**src/rtl/gpio_res_pkg.sv**
```systemverilog
package gpio_res_pkg;
  localparam int NUM_REGS = 9;
  localparam int SEL_W    = 4;

  typedef enum logic [SEL_W-1:0] {
    RegOut       = 4'd0,
    RegPol       = 4'd1,
    RegOe        = 4'd2,
    RegOpenDrain = 4'd3,
    RegPullUp    = 4'd4,
    RegPullDown  = 4'd5,
    RegInMask    = 4'd6,
    RegSlew      = 4'd7,
    RegDrive     = 4'd8
  } regSel_e;

  // one load strobe per configuration register
  typedef struct packed {
    logic [NUM_REGS-1:0] load;
  } wrStrobe_t;
endpackage

```
**src/rtl/gpio_res_wr_ctl.sv**
```systemverilog
module gpio_res_wr_ctl
  import gpio_res_pkg::*;
(
  input  logic             wrEn,
  input  logic [SEL_W-1:0] wrSel,
  output wrStrobe_t        strobe
);
  for (genvar g = 0; g < NUM_REGS; g++) begin : g_dec
    assign strobe.load[g] = wrEn && (wrSel == SEL_W'(g));
  end
endmodule

```
**src/rtl/gpio_res_cfg_regs.sv**
```systemverilog
module gpio_res_cfg_regs
  import gpio_res_pkg::*;
#(
  parameter int                NUM_PINS     = 32,
  parameter logic [NUM_PINS-1:0] RST_PULLUP   = '0,
  parameter logic [NUM_PINS-1:0] RST_PULLDOWN = '0,
  parameter logic [NUM_PINS-1:0] RST_SLEW     = '0,
  parameter logic [NUM_PINS-1:0] RST_DRIVE    = '0
) (
  input  logic                clk,
  input  logic                rst,
  input  wrStrobe_t           strobe,
  input  logic [NUM_PINS-1:0] wrData,
  output logic [NUM_PINS-1:0] cfgQ [NUM_REGS]
);
  function automatic logic [NUM_PINS-1:0] rstVal(int idx);
    case (idx)
      int'(RegPullUp):   return RST_PULLUP;
      int'(RegPullDown): return RST_PULLDOWN;
      int'(RegSlew):     return RST_SLEW;
      int'(RegDrive):    return RST_DRIVE;
      default:           return '0;
    endcase
  endfunction

  for (genvar g = 0; g < NUM_REGS; g++) begin : g_reg
    localparam logic [NUM_PINS-1:0] INIT = rstVal(g);
    always_ff @(posedge clk or posedge rst) begin
      if (rst)                cfgQ[g] <= INIT;
      else if (strobe.load[g]) cfgQ[g] <= wrData;
    end
  end
endmodule

```
**src/rtl/gpio_res_datapath.sv**
```systemverilog
module gpio_res_datapath #(
  parameter int NUM_PINS = 32
) (
  input  logic                clk,
  input  logic                rst,
  input  logic [NUM_PINS-1:0] outData,
  input  logic [NUM_PINS-1:0] pol,
  input  logic [NUM_PINS-1:0] oe,
  input  logic [NUM_PINS-1:0] openDrain,
  input  logic [NUM_PINS-1:0] pullUp,
  input  logic [NUM_PINS-1:0] pullDown,
  input  logic [NUM_PINS-1:0] inMask,
  input  logic [NUM_PINS-1:0] extDrv,
  input  logic [NUM_PINS-1:0] extLvl,
  output logic [NUM_PINS-1:0] pinLevel,
  output logic [NUM_PINS-1:0] pinUndef,
  output logic [NUM_PINS-1:0] dataIn,
  output logic [NUM_PINS-1:0] dataInPrev
);
  logic [NUM_PINS-1:0] levelNxt, undefNxt, dinNxt;

  for (genvar g = 0; g < NUM_PINS; g++) begin : g_pin
    logic drvLvl, drvEn, idle, clash;
    assign drvLvl = outData[g] ^ pol[g];
    // open-drain pins only ever pull low
    assign drvEn  = oe[g] & ~(openDrain[g] & drvLvl);
    assign idle   = ~(drvEn | extDrv[g]);
    assign clash  = drvEn & extDrv[g] & (drvLvl ^ extLvl[g]);
    assign undefNxt[g] = clash | (idle & ~(pullUp[g] | pullDown[g]));
    assign levelNxt[g] = (extDrv[g] & extLvl[g]) | (drvEn & drvLvl) | (idle & pullUp[g]);
    assign dinNxt[g]   = (levelNxt[g] & inMask[g]) ^ pol[g];
  end

  always_ff @(posedge clk or posedge rst) begin
    if (rst) begin
      pinLevel   <= '0;
      pinUndef   <= '0;
      dataIn     <= '0;
      dataInPrev <= '0;
    end else begin
      pinLevel   <= levelNxt;
      pinUndef   <= undefNxt;
      dataIn     <= dinNxt;
      dataInPrev <= dataIn;
    end
  end
endmodule

```
**src/rtl/gpio_pin_resolver.sv**
```systemverilog
module gpio_pin_resolver
  import gpio_res_pkg::*;
#(
  parameter int                NUM_PINS     = 32,
  parameter logic [NUM_PINS-1:0] RST_PULLUP   = '0,
  parameter logic [NUM_PINS-1:0] RST_PULLDOWN = '0,
  parameter logic [NUM_PINS-1:0] RST_SLEW     = '0,
  parameter logic [NUM_PINS-1:0] RST_DRIVE    = '0
) (
  input  logic                clk,
  input  logic                rst,
  input  logic                wrEn,
  input  logic [SEL_W-1:0]    wrSel,
  input  logic [NUM_PINS-1:0] wrData,
  input  logic [NUM_PINS-1:0] extDrv,
  input  logic [NUM_PINS-1:0] extLvl,
  output logic [NUM_PINS-1:0] pinLevel,
  output logic [NUM_PINS-1:0] pinUndef,
  output logic [NUM_PINS-1:0] dataIn,
  output logic [NUM_PINS-1:0] dataInPrev,
  output logic [NUM_PINS-1:0] padSlew,
  output logic [NUM_PINS-1:0] padDrive
);
  wrStrobe_t           strobe;
  logic [NUM_PINS-1:0] cfgQ [NUM_REGS];

  gpio_res_wr_ctl u_ctl (
    .wrEn   (wrEn),
    .wrSel  (wrSel),
    .strobe (strobe)
  );

  gpio_res_cfg_regs #(
    .NUM_PINS     (NUM_PINS),
    .RST_PULLUP   (RST_PULLUP),
    .RST_PULLDOWN (RST_PULLDOWN),
    .RST_SLEW     (RST_SLEW),
    .RST_DRIVE    (RST_DRIVE)
  ) u_regs (
    .clk    (clk),
    .rst    (rst),
    .strobe (strobe),
    .wrData (wrData),
    .cfgQ   (cfgQ)
  );

  gpio_res_datapath #(.NUM_PINS(NUM_PINS)) u_dp (
    .clk        (clk),
    .rst        (rst),
    .outData    (cfgQ[RegOut]),
    .pol        (cfgQ[RegPol]),
    .oe         (cfgQ[RegOe]),
    .openDrain  (cfgQ[RegOpenDrain]),
    .pullUp     (cfgQ[RegPullUp]),
    .pullDown   (cfgQ[RegPullDown]),
    .inMask     (cfgQ[RegInMask]),
    .extDrv     (extDrv),
    .extLvl     (extLvl),
    .pinLevel   (pinLevel),
    .pinUndef   (pinUndef),
    .dataIn     (dataIn),
    .dataInPrev (dataInPrev)
  );

  assign padSlew  = cfgQ[RegSlew];
  assign padDrive = cfgQ[RegDrive];
endmodule

```
**config.mk**
```make
export PLATFORM = sky130hd
export DESIGN_NAME = gpio_pin_resolver
export DESIGN_NICKNAME = d
export VERILOG_FILES = /design/src/rtl/gpio_res_pkg.sv /design/src/rtl/gpio_res_wr_ctl.sv /design/src/rtl/gpio_res_cfg_regs.sv /design/src/rtl/gpio_res_datapath.sv /design/src/rtl/gpio_pin_resolver.sv
export SDC_FILE = /design/constraint.sdc
export NUM_CORES = 1
export LEC_CHECK = 0
export BUFFER_PORTS_ARGS = -buffer_cell sky130_fd_sc_hd__buf_4
export CORE_AREA = 4 4 280 282
export DETAILED_ROUTE_END_ITERATION = 12
export DIE_AREA = 0 0 284 286
export PLACE_DENSITY = 0.48
export SYNTH_ARGS = -nofsm -noshare
export SYNTH_HDL_FRONTEND = slang
export SYNTH_SLANG_ARGS = --single-unit
```
**constraint.sdc**
```tcl
create_clock -name clk -period 17.8 [get_ports clk]
set_input_delay 1.78 -clock clk [delete_from_list [all_inputs] [get_ports clk]]
set_output_delay 1.78 -clock clk [all_outputs]
set_load 0.03 [all_outputs]
```
[Word-level counts from Yosys, hierarchy flattened]
Index checks and enable logic that the tools add are counted.
Storage, ports and cells
  bits of input ports: 103
  register bits after elaboration: 416
  word-level logic and storage cells: 671
Operators by class
  equality and inequality tests: 8
  bitwise operators: 640
  reductions and logical operators: 10
Operators with widths (count)
  AND 1 bit: 288
  bitwise OR 1 bit: 160
  NOT 1 bit: 96
  bitwise XOR 1 bit: 96
  == test 4 x 3 -> 1 bit (second input constant): 4
  logical AND 1 bit: 9
  == test 4 x 2 -> 1 bit (second input constant): 2
  == test 4 x 1 -> 1 bit (second input constant): 1
  == test 4 bit (second input constant): 1
  logical NOT 4 bit: 1

[Depth between registers and ports, before layout]
Gate-level depths: netlist (run 1).
  word-level depth: 10
  gate-level depth with buffers: 6

[Modules after synthesis]
From an unflattened synthesis (run 1), not the netlist that was laid out.
Unflattened totals
  cells, all modules: 1237
  area total of the unflattened synthesis: 18561.6 µm²
By module, submodules not included
  gpio_res_cfg_regs: seq. area each 7206.9 µm², times used 1, cells an instance 613, area an instance 12109.1 µm²
  gpio_res_datapath: seq. area each 3203.1 µm², times used 1, cells an instance 609, area an instance 6369.9 µm²
  gpio_res_wr_ctl: seq. area each 0.0 µm², times used 1, cells an instance 15, area an instance 82.6 µm²

[Least setup slack after synthesis (run 1)]
No wires, ideal clock.
  kind: input to register
  start point: in wrSel[1]
  end point: reg u_regs.cfgQ[128] in the netlist's numbering
  arrival time: 2877 ps
  stages: 5
  slack: 14797 ps
  required time: 17675 ps
  buffers on the path: 3
  setup time: 125 ps
  cell sequence: clkbuf_1 or3_1 buf_2 buf_6 mux2_4
On the way
  word-level cells in the longest chain between the ends: 2
RTL lines
  start: declaration: line gpio_pin_resolver.sv:13  | input logic [SEL_W-1:0] wrSel,
  == test 4 x 3 -> 1 bit: line gpio_res_wr_ctl.sv:9  | assign strobe.load[g] = wrEn && (wrSel == SEL_W'(g));
  logical AND 1 bit: line gpio_res_wr_ctl.sv:9
  end signal: indexed assignment: line gpio_res_cfg_regs.sv:30  | else if (strobe.load[g]) cfgQ[g] <= wrData;
  end: declaration: line gpio_res_cfg_regs.sv:14  | output logic [NUM_PINS-1:0] cfgQ [NUM_REGS]
Every way passes these cells.
A chain may end at the register's enable or synchronous reset.

==> out/qor.yml, run 1 <==
outcome:
  outcome: "finished, final reports clean"
die:
  io_pins: 295
  die-width_um: 284
  die_h_um: 286
  initial_core_util: 0.230
  core_um2: 75700
  rows: 101
  die-area_um2: 81200
critical_path:
  crit_fanout: 94
  arrival_ps: 4760
  startpoint_type: "primary input"
  required_ps: 18340
  cpPeakStageDelay_ps: 840
  cp-end-kind: "asynchronous set/reset pin"
  critical_path_class: "in2async"
  cpMostUsedCell: "buf_4"
  crit_slowest_cell: "buf_4"
  cp_cell_sequence: "buf_4, inv_8, buf_4, buf_4, buf_4"
grt:
  grt_max_degree: 95
  antenna_found_initial: 2
  grt_pass1_wl_um: 72200
  grt_use_met2: 0.182
  met3_usage: 0.0332
  grt_usage: 0.114
  grt_pass1_vias: 11800
  met1_usage: 0.150
  busiest_layer: "met2"
  grt_overflow: 0
cts:
  ctsHoldBuffers: 0
  cts_buffers: 52
  clk_latency_ps: 570
  clkTransAtPathRegs_ps: 50
  cts_max_path_buffers: 3
  postCtsSetupRepairBufs: 0
  cts.sink_count: 416
  cts_root_buf: "clkbuf_16"
  post_cts_resized: 0
  htree_levels: 2
  cts_tree: "yes"
sta:
  max_freq_mhz: 237
  skew_ps: 8.75
  finalSetupViolCount: 0
  worst_pin_slew_ps: 1100
  finalHoldViolations: 0
  rsz0062_at_grt: "false"
  maxSlewHeadroom: 0.269
  fin_crit_sh: 0.237
  tns_ps: 0
  min_period_ps: 4210
  setup_slack_ps: 13590
  final-max-slew-violation-count: 0
synth:
  synth.avg_cell_area_um2: 13.1
  synth_xor_area_frac: 0.0322
  synth_area_leader_cell: "dfrtp_1"
  synth.area.top_cells: "dfrtp_1 60%, mux2_2 15%, o21ai_0 3.7%, xnor2_1 3.2%, buf_4 2.8%"
  syn_nets: 1431
  synth_compound_area_frac: 0.0783
  synth_top_area_frac: 0.599
  synth_top_family_by_area: "multiplexers"
  synth_fa_ha_area_frac: 0
  yosysUniqueCellTypes: 24
  yosysWarnings: 0
  yosys.area_share.simple: 0.0731
  synth_seq_cells: 416
  synthMuxAreaShare: 0.172
  yosysSeqAreaShare: 0.599
  synthesis.area_um2: 17400
  synthCells: 1328
pwr:
  vdd_ir_drop_max_v: 0.0000688
  leakagePower_uw: 0.00999
  powerDensity_nw_per_um2: 153
final_layout:
  area_growth_pct: 26.4
  nNetsFinal: 1693
  n_fill_cell: 7747
  layout-drive-gt1-share: 0.418
  multiInputGateArea_um2: 6220
  final-seq-area_um2: 10400
  layout.cells.non_filler: 2606
drt:
  ant_nets: 0
  drc_errors: 0
  vias: 11000
  first_pass_iters: 4
  vias_per_cell: 4.23
  drtIter0Drc: 425
  wire_per_inst_um: 18.0
  routed_wl_um: 47000
placement:
  dp_hpwl_um: 29500
  place_ws_ps: 12740
  dpl.cell_count: 2514
  gp_congestion: 0.741
  port-buffer-count: 294
worst_hold_path:
  hold_path_class: "reg2reg"
run:
  max_cap_violations: 0
-- report_power, final --
group	internal, uW	switching [uW]	leakage (uW)
Clock	632	404	0.000818
Combinational	419	543	0.00408
Sequential	1200	161	0.00510
-- final cells by class --
type	count	area share
inverters	33	0.00598
flip-flops and latches	416	0.474
clock inverters	13	0.00706
diodes	2	0.000228
multi-input cells	781	0.283
repair buffers	306	0.105
well taps	978	0.0557
clock buffers	77	0.0695
-- registers in the layout, summed over array words and instances (netlist names) --
name / flops
u_regs.cfgQ: 288
u_dp.dataInPrev: 32
u_dp.dataIn: 32
u_dp.pinLevel: 32
u_dp.pinUndef: 32
-- Yosys cell counts, drive strengths merged --
cell type / instances
buf: 93
mux2: 256
o21ai: 128
or2: 32
nor2: 2
dfrtp: 416
a21oi: 32
xnor2: 64
clkbuf: 5
nor3: 64
nand2b: 64
a21o: 32
and3: 1
nand3b: 3
inv: 33
nand2: 66
nor3b: 3
a32o: 32
or3: 1
nand4b: 1
-- cell usage in the layout (no fill, tap or decap) --
cell type,count
clkinv_4,2
and3_4,1
a21oi_1,32
clkbuf_1,13
nand2_2,1
nor3_1,64
clkinvlp_4,3
mux2_4,30
mux2_2,226
a21o_1,32
nor2_1,1
nand3b_4,1
nor3b_4,2
nor3b_2,1
clkbuf_8,11
clkbuf_16,53
nand4b_1,1
nor2_4,1
dfrtp_1,416
nand3b_1,2
nand2_1,65
inv_1,32
or2_2,32
diode_2,2
or3_4,1
inv_8,1
o21ai_0,128
a32o_1,32
bufinv_16,3
nand2b_1,64
xnor2_1,64
buf_4,306
clkinv_2,5
-- worst max-delay path, delay by kind of cell --
kind,cells,cell delay (ps)
buffers and inverters,5,2830
-- path summary, 6_finish.rpt --
kind                                         startpoint                       endpoint  slack (ps)  cells after the start
max                                                 rst   u_regs.cfgQ[120]$_DFFE_PP0P_       13590                      5
min reg2reg                   u_dp.dataIn[19]$_DFF_PP0_  u_dp.dataInPrev[19]$_DFF_PP0_         380                      0
max reg2reg                u_regs.cfgQ[235]$_DFFE_PP0P_      u_dp.dataIn[11]$_DFF_PP0_       16280                      4
max in group clk                               wrSel[3]    u_regs.cfgQ[37]$_DFFE_PP0P_       14710                      5
min                           u_dp.dataIn[19]$_DFF_PP0_  u_dp.dataInPrev[19]$_DFF_PP0_         380                      0
min in group asynchronous                           rst      u_dp.dataIn[16]$_DFF_PP0_        1260                      2
-- cell families (layout without fill, tap and decap cells) --
kind of cell | Yosys count | after routing
AOI/OAI and AO/OA | 224 | 224
xor gates and xnor gates | 64 | 64
buffers and inverters | 131 | 429
DFF | 416 | 416
muxes | 256 | 256
other | 0 | 2
and+or+nand+nor | 237 | 237
-- layer usage --
metal / wire, um / share of wire
met5: 0 / 0
met4: 1060 / 0.023
met3: 3100 / 0.066
met2: 21600 / 0.46
met1: 21200 / 0.45
-- per-stage QoR --
step	cell area [um^2]	power, uW	hold WS (ps)	util
floorplan	17400	2020	474	-
global placement	20300	2340	365	0.268
detailed placement	20300	2360	372	0.268
CTS	22000	3430	385	0.290
global route	22000	3550	391	0.290
finish	22000	3360	377	0.290
No activity file was read; power rests on OpenSTA's default activity.
==> run 2, diff against run 1 <==
- clock period: 17.8 -> 4.31 ns (I/O delays scaled with it)
==> out/qor.yml, run 2 (synthesis results as in run 1) <==
sta:
  worst_pin_slew_ps: 971
  finalHoldViolations: 0
  final-max-slew-violation-count: 0
  maxSlewHeadroom: 0.352
  finalSetupViolCount: 0
  rsz0062_at_grt: "false"
  max_freq_mhz: 545
  whs_ps: 55.6
  fin_crit_sh: 0.426
  skew_ps: 29.6
  min_period_ps: 1840
die:
  die_h_um: 286
  rows: 101
  io_pins: 295
  die-area_um2: 81200
  die-width_um: 284
  core_um2: 75700
  initial_core_util: 0.230
final_layout:
  layout-drive-gt1-share: 0.416
  top_register: "u_regs.cfgQ"
  layout.cells.non_filler: 2610
  fin_area_um2: 22000
  largest_reg_flops: 288
  layout_commonest_cell: "dfrtp_1"
  area_growth_pct: 26.8
  layout_common_cells: "416 x dfrtp_1, 307 x buf_4, 226 x mux2_2"
  nNetsFinal: 1696
critical_path:
  r2r_end: "u_dp.dataIn[10]$_DFF_PP0_"
  cpPeakStageDelay_ps: 670
  r2r-start: "u_regs.cfgQ[234]$_DFFE_PP0P_"
  worstSetupEndpoint: "u_regs.cfgQ[171]$_DFFE_PP0P_"
  critPathLaunch: "wrSel[3]"
  startpoint_type: "primary input"
  arrival_ps: 2280
  cp_cell_sequence: "buf_4, nor3b_2, and3_2, buf_4, o21ai_0"
  critical_path_class: "in2reg"
  rr_worst_depth: 4
  cp-end-kind: "flip-flop"
  reg2reg_slack_ps: 2780
  critPathTopFamily: "simple AND/OR/NAND/NOR gates"
  worst-path-stages: 5
  crit_slowest_cell: "and3_2"
  crit_buf_inv: 2
  required_ps: 4750
  cpMostUsedCell: "buf_4"
  crit_fanout: 41
grt:
  grt_max_degree: 101
  antenna_found_initial: 3
  grt_pass1_wl_um: 72100
  grt_overflow: 0
  grt_pass1_vias: 11800
  grt_usage: 0.113
pwr:
  power_frac_comb: 0.287
  power.internal_uw: 9270
  seq_power_share: 0.405
  powerDensity_nw_per_um2: 631
  p_sw_frac: 0.334
  leakagePower_uw: 0.0100
  vdd_ir_drop_max_v: 0.000278
  power.total_uw: 13900
  p_sw_uw: 4640
  clock_power_share: 0.309
drt:
  vias_per_cell: 4.24
  first_pass_iters: 5
  ant_nets: 0
  vias: 11100
  wire_per_inst_um: 17.9
  drtIter0Drc: 545
  drc_errors: 0
  routed_wl_um: 46800
cts:
  cts_max_path_buffers: 3
  clk_latency_ps: 600
  cts_buffers: 50
  ctsHoldBuffers: 0
  cts_root_buf: "clkbuf_16"
  cts_tree: "yes"
  cts.sink_count: 416
  clkTransAtPathRegs_ps: 60
  post_cts_resized: 0
  postCtsSetupRepairBufs: 0
  htree_levels: 2
placement:
  dpl.cell_count: 2519
  port-buffer-count: 294
  placed_area_um2: 20400
  dp_hpwl_um: 30200
  gp_congestion: 0.744
run:
  max_cap_violations: 0
outcome:
  outcome: "finished, final reports clean"
worst_hold_path:
  hold_path_class: "in2async"
## run 2: cell types whose count changed in the layout (fill, tap and decap cells not counted), sizes merged
| cell | delta |
|---|---|
| diode | -1 |
| inv | +1 |
| clkinvlp | -1 |
| bufinv | +2 |
| buf | +5 |
| clkbuf | -2 |
## run 2: worst min path at each step
stage,start,endpoint,slack (ps),cells after the start
after global placement,u_dp.dataIn[24]$_DFF_PP0_,u_dp.dataInPrev[24]$_DFF_PP0_,360,0
after CTS,rst,u_dp.dataInPrev[22]$_DFF_PP0_,50,2
after detailed placement,u_dp.dataIn[7]$_DFF_PP0_,u_dp.dataInPrev[7]$_DFF_PP0_,370,0
final,rst,u_dp.dataInPrev[27]$_DFF_PP0_,60,2
after global routing,wrData[7],u_regs.cfgQ[167]$_DFFE_PP0P_,80,3
after floorplan,u_regs.cfgQ[64]$_DFFE_PP0P_,u_regs.cfgQ[64]$_DFFE_PP0P_,470,1
## run 2: final cells by class
cell class | count | area (um^2)
fill | 7709 | 53700
sequential | 416 | 10400
multi-input combinational | 781 | 6220
timing repair buffer | 311 | 2380
clock buffer | 75 | 1410
tap | 978 | 1220
clock inverter | 15 | 272
inverter | 33 | 128
antenna | 1 | 2.50
## run 2: power groups by stage
stage          Combinational, uW  Clock [uW]  Sequential, uW
2_1_floorplan               1950           0            6380
3_3_place_gp                3980           0            5680
5_1_grt                     4280        4630            5770
6_report                    3990        4290            5630
3_5_place_dp                4030           0            5700
4_1_cts                     4050        4490            5650
## run 2: worst reg2reg max path: cells and delay by family (launching register included)
kind	cells	cell delay [ps]
flops	1	400
compound gates	2	450
xor+xnor	2	580
## run 2: stage by stage
| stage | setup TNS (ps) | utilization | setup WS, ps |
|---|---|---|---|
| CTS | 0 | 0.291 | 2460 |
| floorplan | -719910 | - | -1730 |
| global placement | 0 | 0.269 | 1870 |
| detailed placement | 0 | 0.269 | 1790 |
| finish | 0 | 0.291 | 2470 |
| global route | 0 | 0.291 | 2330 |
## run 2: routing by layer
metal	part of all wire	GRT usage	vias to the layer above
met5	0.00028	0	-
met4	0.024	0.0310	2
li1	-	-	5116
met2	0.46	0.180	282
met1	0.46	0.152	5582
met3	0.062	0.0320	74
==> run 3, diff against run 2 <==
- PLACE_DENSITY: 0.48 -> 0.5
- clock period: 4.31 -> 1.65 ns (I/O delays scaled with it)
==> out/qor.yml, run 3 (synthesis results as in run 1) <==
pwr:
  vdd_ir_drop_max_v: 0.00102
  seq_power_share: 0.405
  p_sw_frac: 0.329
  power.total_uw: 36500
  power_frac_comb: 0.291
  powerDensity_nw_per_um2: 1560
  power.internal_uw: 24500
  clock_power_share: 0.303
  p_sw_uw: 12000
  leakagePower_uw: 0.0106
critical_path:
  cp-end-kind: "flip-flop"
  cpPeakStageDelay_ps: 410
  critPathLaunch: "u_regs.cfgQ[245]$_DFFE_PP0P_"
  cp_cell_sequence: "xnor2_1, o21ai_0, o21ai_0, xnor2_1, buf_4"
  critPathTopFamily: "XOR/XNOR gates"
  required_ps: 2110
  reg2reg_slack_ps: 180
  startpoint_type: "flip-flop"
  r2r-start: "u_regs.cfgQ[245]$_DFFE_PP0P_"
  crit_buf_inv: 1
  critical_path_class: "reg2reg"
  r2r_end: "u_dp.dataIn[21]$_DFF_PP0_"
  worstSetupEndpoint: "u_dp.dataIn[21]$_DFF_PP0_"
  crit_slowest_cell: "dfrtp_1"
  arrival_ps: 1930
  crit_fanout: 5
  worst-path-stages: 5
  rr_worst_depth: 5
die:
  die-area_um2: 81200
  io_pins: 295
  core_um2: 75700
  rows: 101
  initial_core_util: 0.230
  die-width_um: 284
  die_h_um: 286
run:
  max_cap_violations: 0
cts:
  cts_root_buf: "clkbuf_16"
  cts_tree: "yes"
  clk_latency_ps: 570
  cts_buffers: 51
  cts.sink_count: 416
  clkTransAtPathRegs_ps: 60
  htree_levels: 2
  cts_max_path_buffers: 3
  postCtsSetupRepairBufs: 0
final_layout:
  fin_area_um2: 23400
  layout-drive-gt1-share: 0.405
  post-route-util: 0.309
  top_register: "u_regs.cfgQ"
  layout.cells.non_filler: 2730
  nNetsFinal: 1818
  layout_commonest_cell: "dfrtp_1"
  layout_common_cells: "416 x dfrtp_1, 315 x buf_4, 226 x mux2_2"
  largest_reg_flops: 288
  area_growth_pct: 34.4
worst_hold_path:
  hold_path_class: "in2reg"
  min_path_cells: 3
drt:
  routed_wl_um: 47100
  vias_per_cell: 4.21
  wire_per_inst_um: 17.3
  drc_errors: 0
  ant_nets: 0
  drtIter0Drc: 421
  first_pass_iters: 5
  vias: 11500
grt:
  grt_usage: 0.115
  grt_pass1_vias: 12400
  antenna_found_initial: 3
  grt_max_degree: 63
  grt_overflow: 0
  grt_pass1_wl_um: 73700
sta:
  final-max-slew-violation-count: 0
  maxSlewHeadroom: 0.702
  min_period_ps: 1470
  setup_slack_ps: 176
  worst_pin_slew_ps: 447
  skew_ps: 14.2
  rsz0062_at_grt: "false"
  finalSetupViolCount: 0
  fin_crit_sh: 0.893
  max_freq_mhz: 678
  finalHoldViolations: 0
placement:
  dpl.cell_count: 2542
  placed_area_um2: 20700
  gp_congestion: 0.746
  place_ws_ps: 49.6
  port-buffer-count: 294
  dp_hpwl_um: 32800
outcome:
  outcome: "finished, final reports clean"
-- run 3: cell count changes in the layout (fill, tap and decap cells not counted), sizes merged --
| cell | delta |
|---|---|
| buf | +23 |
| dlygate4sd3 | +98 |
| clkbuf | -3 |
| clkinv | +1 |
| diode | +2 |
| bufinv | -1 |
-- run 3: tightest hold or removal path, stage by stage --
cell and delay (ps):
buf_4 140, and3_4 240, o21ai_0 160
-- run 3: layout make-up --
cell class | instances | area (um^2)
tap | 978 | 1220
antenna | 3 | 7.51
fill | 7543 | 52300
inverter | 33 | 128
sequential | 416 | 10400
timing repair buffer | 432 | 3730
multi-input combinational | 781 | 6220
clock inverter | 15 | 193
clock buffer | 72 | 1470
-- run 3: worst min path at each step --
| stage | from | endpoint | slack [ps] |
|---|---|---|---|
| 2_1_floorplan | wrData[0] | u_regs.cfgQ[160]$_DFFE_PP0P_ | 280 |
| 4_1_cts | wrSel[1] | u_regs.cfgQ[173]$_DFFE_PP0P_ | 130 |
| 3_5_place_dp | rst | u_regs.cfgQ[251]$_DFFE_PP0P_ | 300 |
| 5_1_grt | wrSel[1] | u_regs.cfgQ[173]$_DFFE_PP0P_ | 160 |
| 3_3_place_gp | rst | u_regs.cfgQ[251]$_DFFE_PP0P_ | 310 |
| 6_report | wrSel[1] | u_regs.cfgQ[173]$_DFFE_PP0P_ | 190 |
-- run 3: what timing repair did --
| item | CTS | global route |
|---|---|---|
| hold buffers | 98 | 0 |
| endpoints found under the hold margin | 503 | 0 |
| resized for setup | 0 | 0 |
-- run 3: power by group through the flow --
| stage | Combinational [uW] | Sequential, uW | Clock [uW] |
|---|---|---|---|
| 2_1_floorplan | 5110 | 16700 | 0 |
| 3_3_place_gp | 10400 | 14900 | 0 |
| 3_5_place_dp | 10600 | 15000 | 0 |
| 4_1_cts | 10800 | 14800 | 11500 |
| 5_1_grt | 11400 | 15100 | 11900 |
| 6_report | 10600 | 14800 | 11100 |
-- run 3: per-layer routing --
metal,routed length (um),vias to the layer above,global-route usage
met1,21700,5804,0.154
met3,2780,71,0.0306
met5,0,-,0
met2,21600,268,0.184
met4,1030,0,0.0309
li1,-,5360,-
-- run 3: per-stage QoR --
step / setup TNS [ps] / hold WS (ps)
2_1_floorplan: -1715820 / 282
3_3_place_gp: 0 / 308
3_5_place_dp: 0 / 299
4_1_cts: 0 / 131
5_1_grt: 0 / 163
6_report: 0 / 186
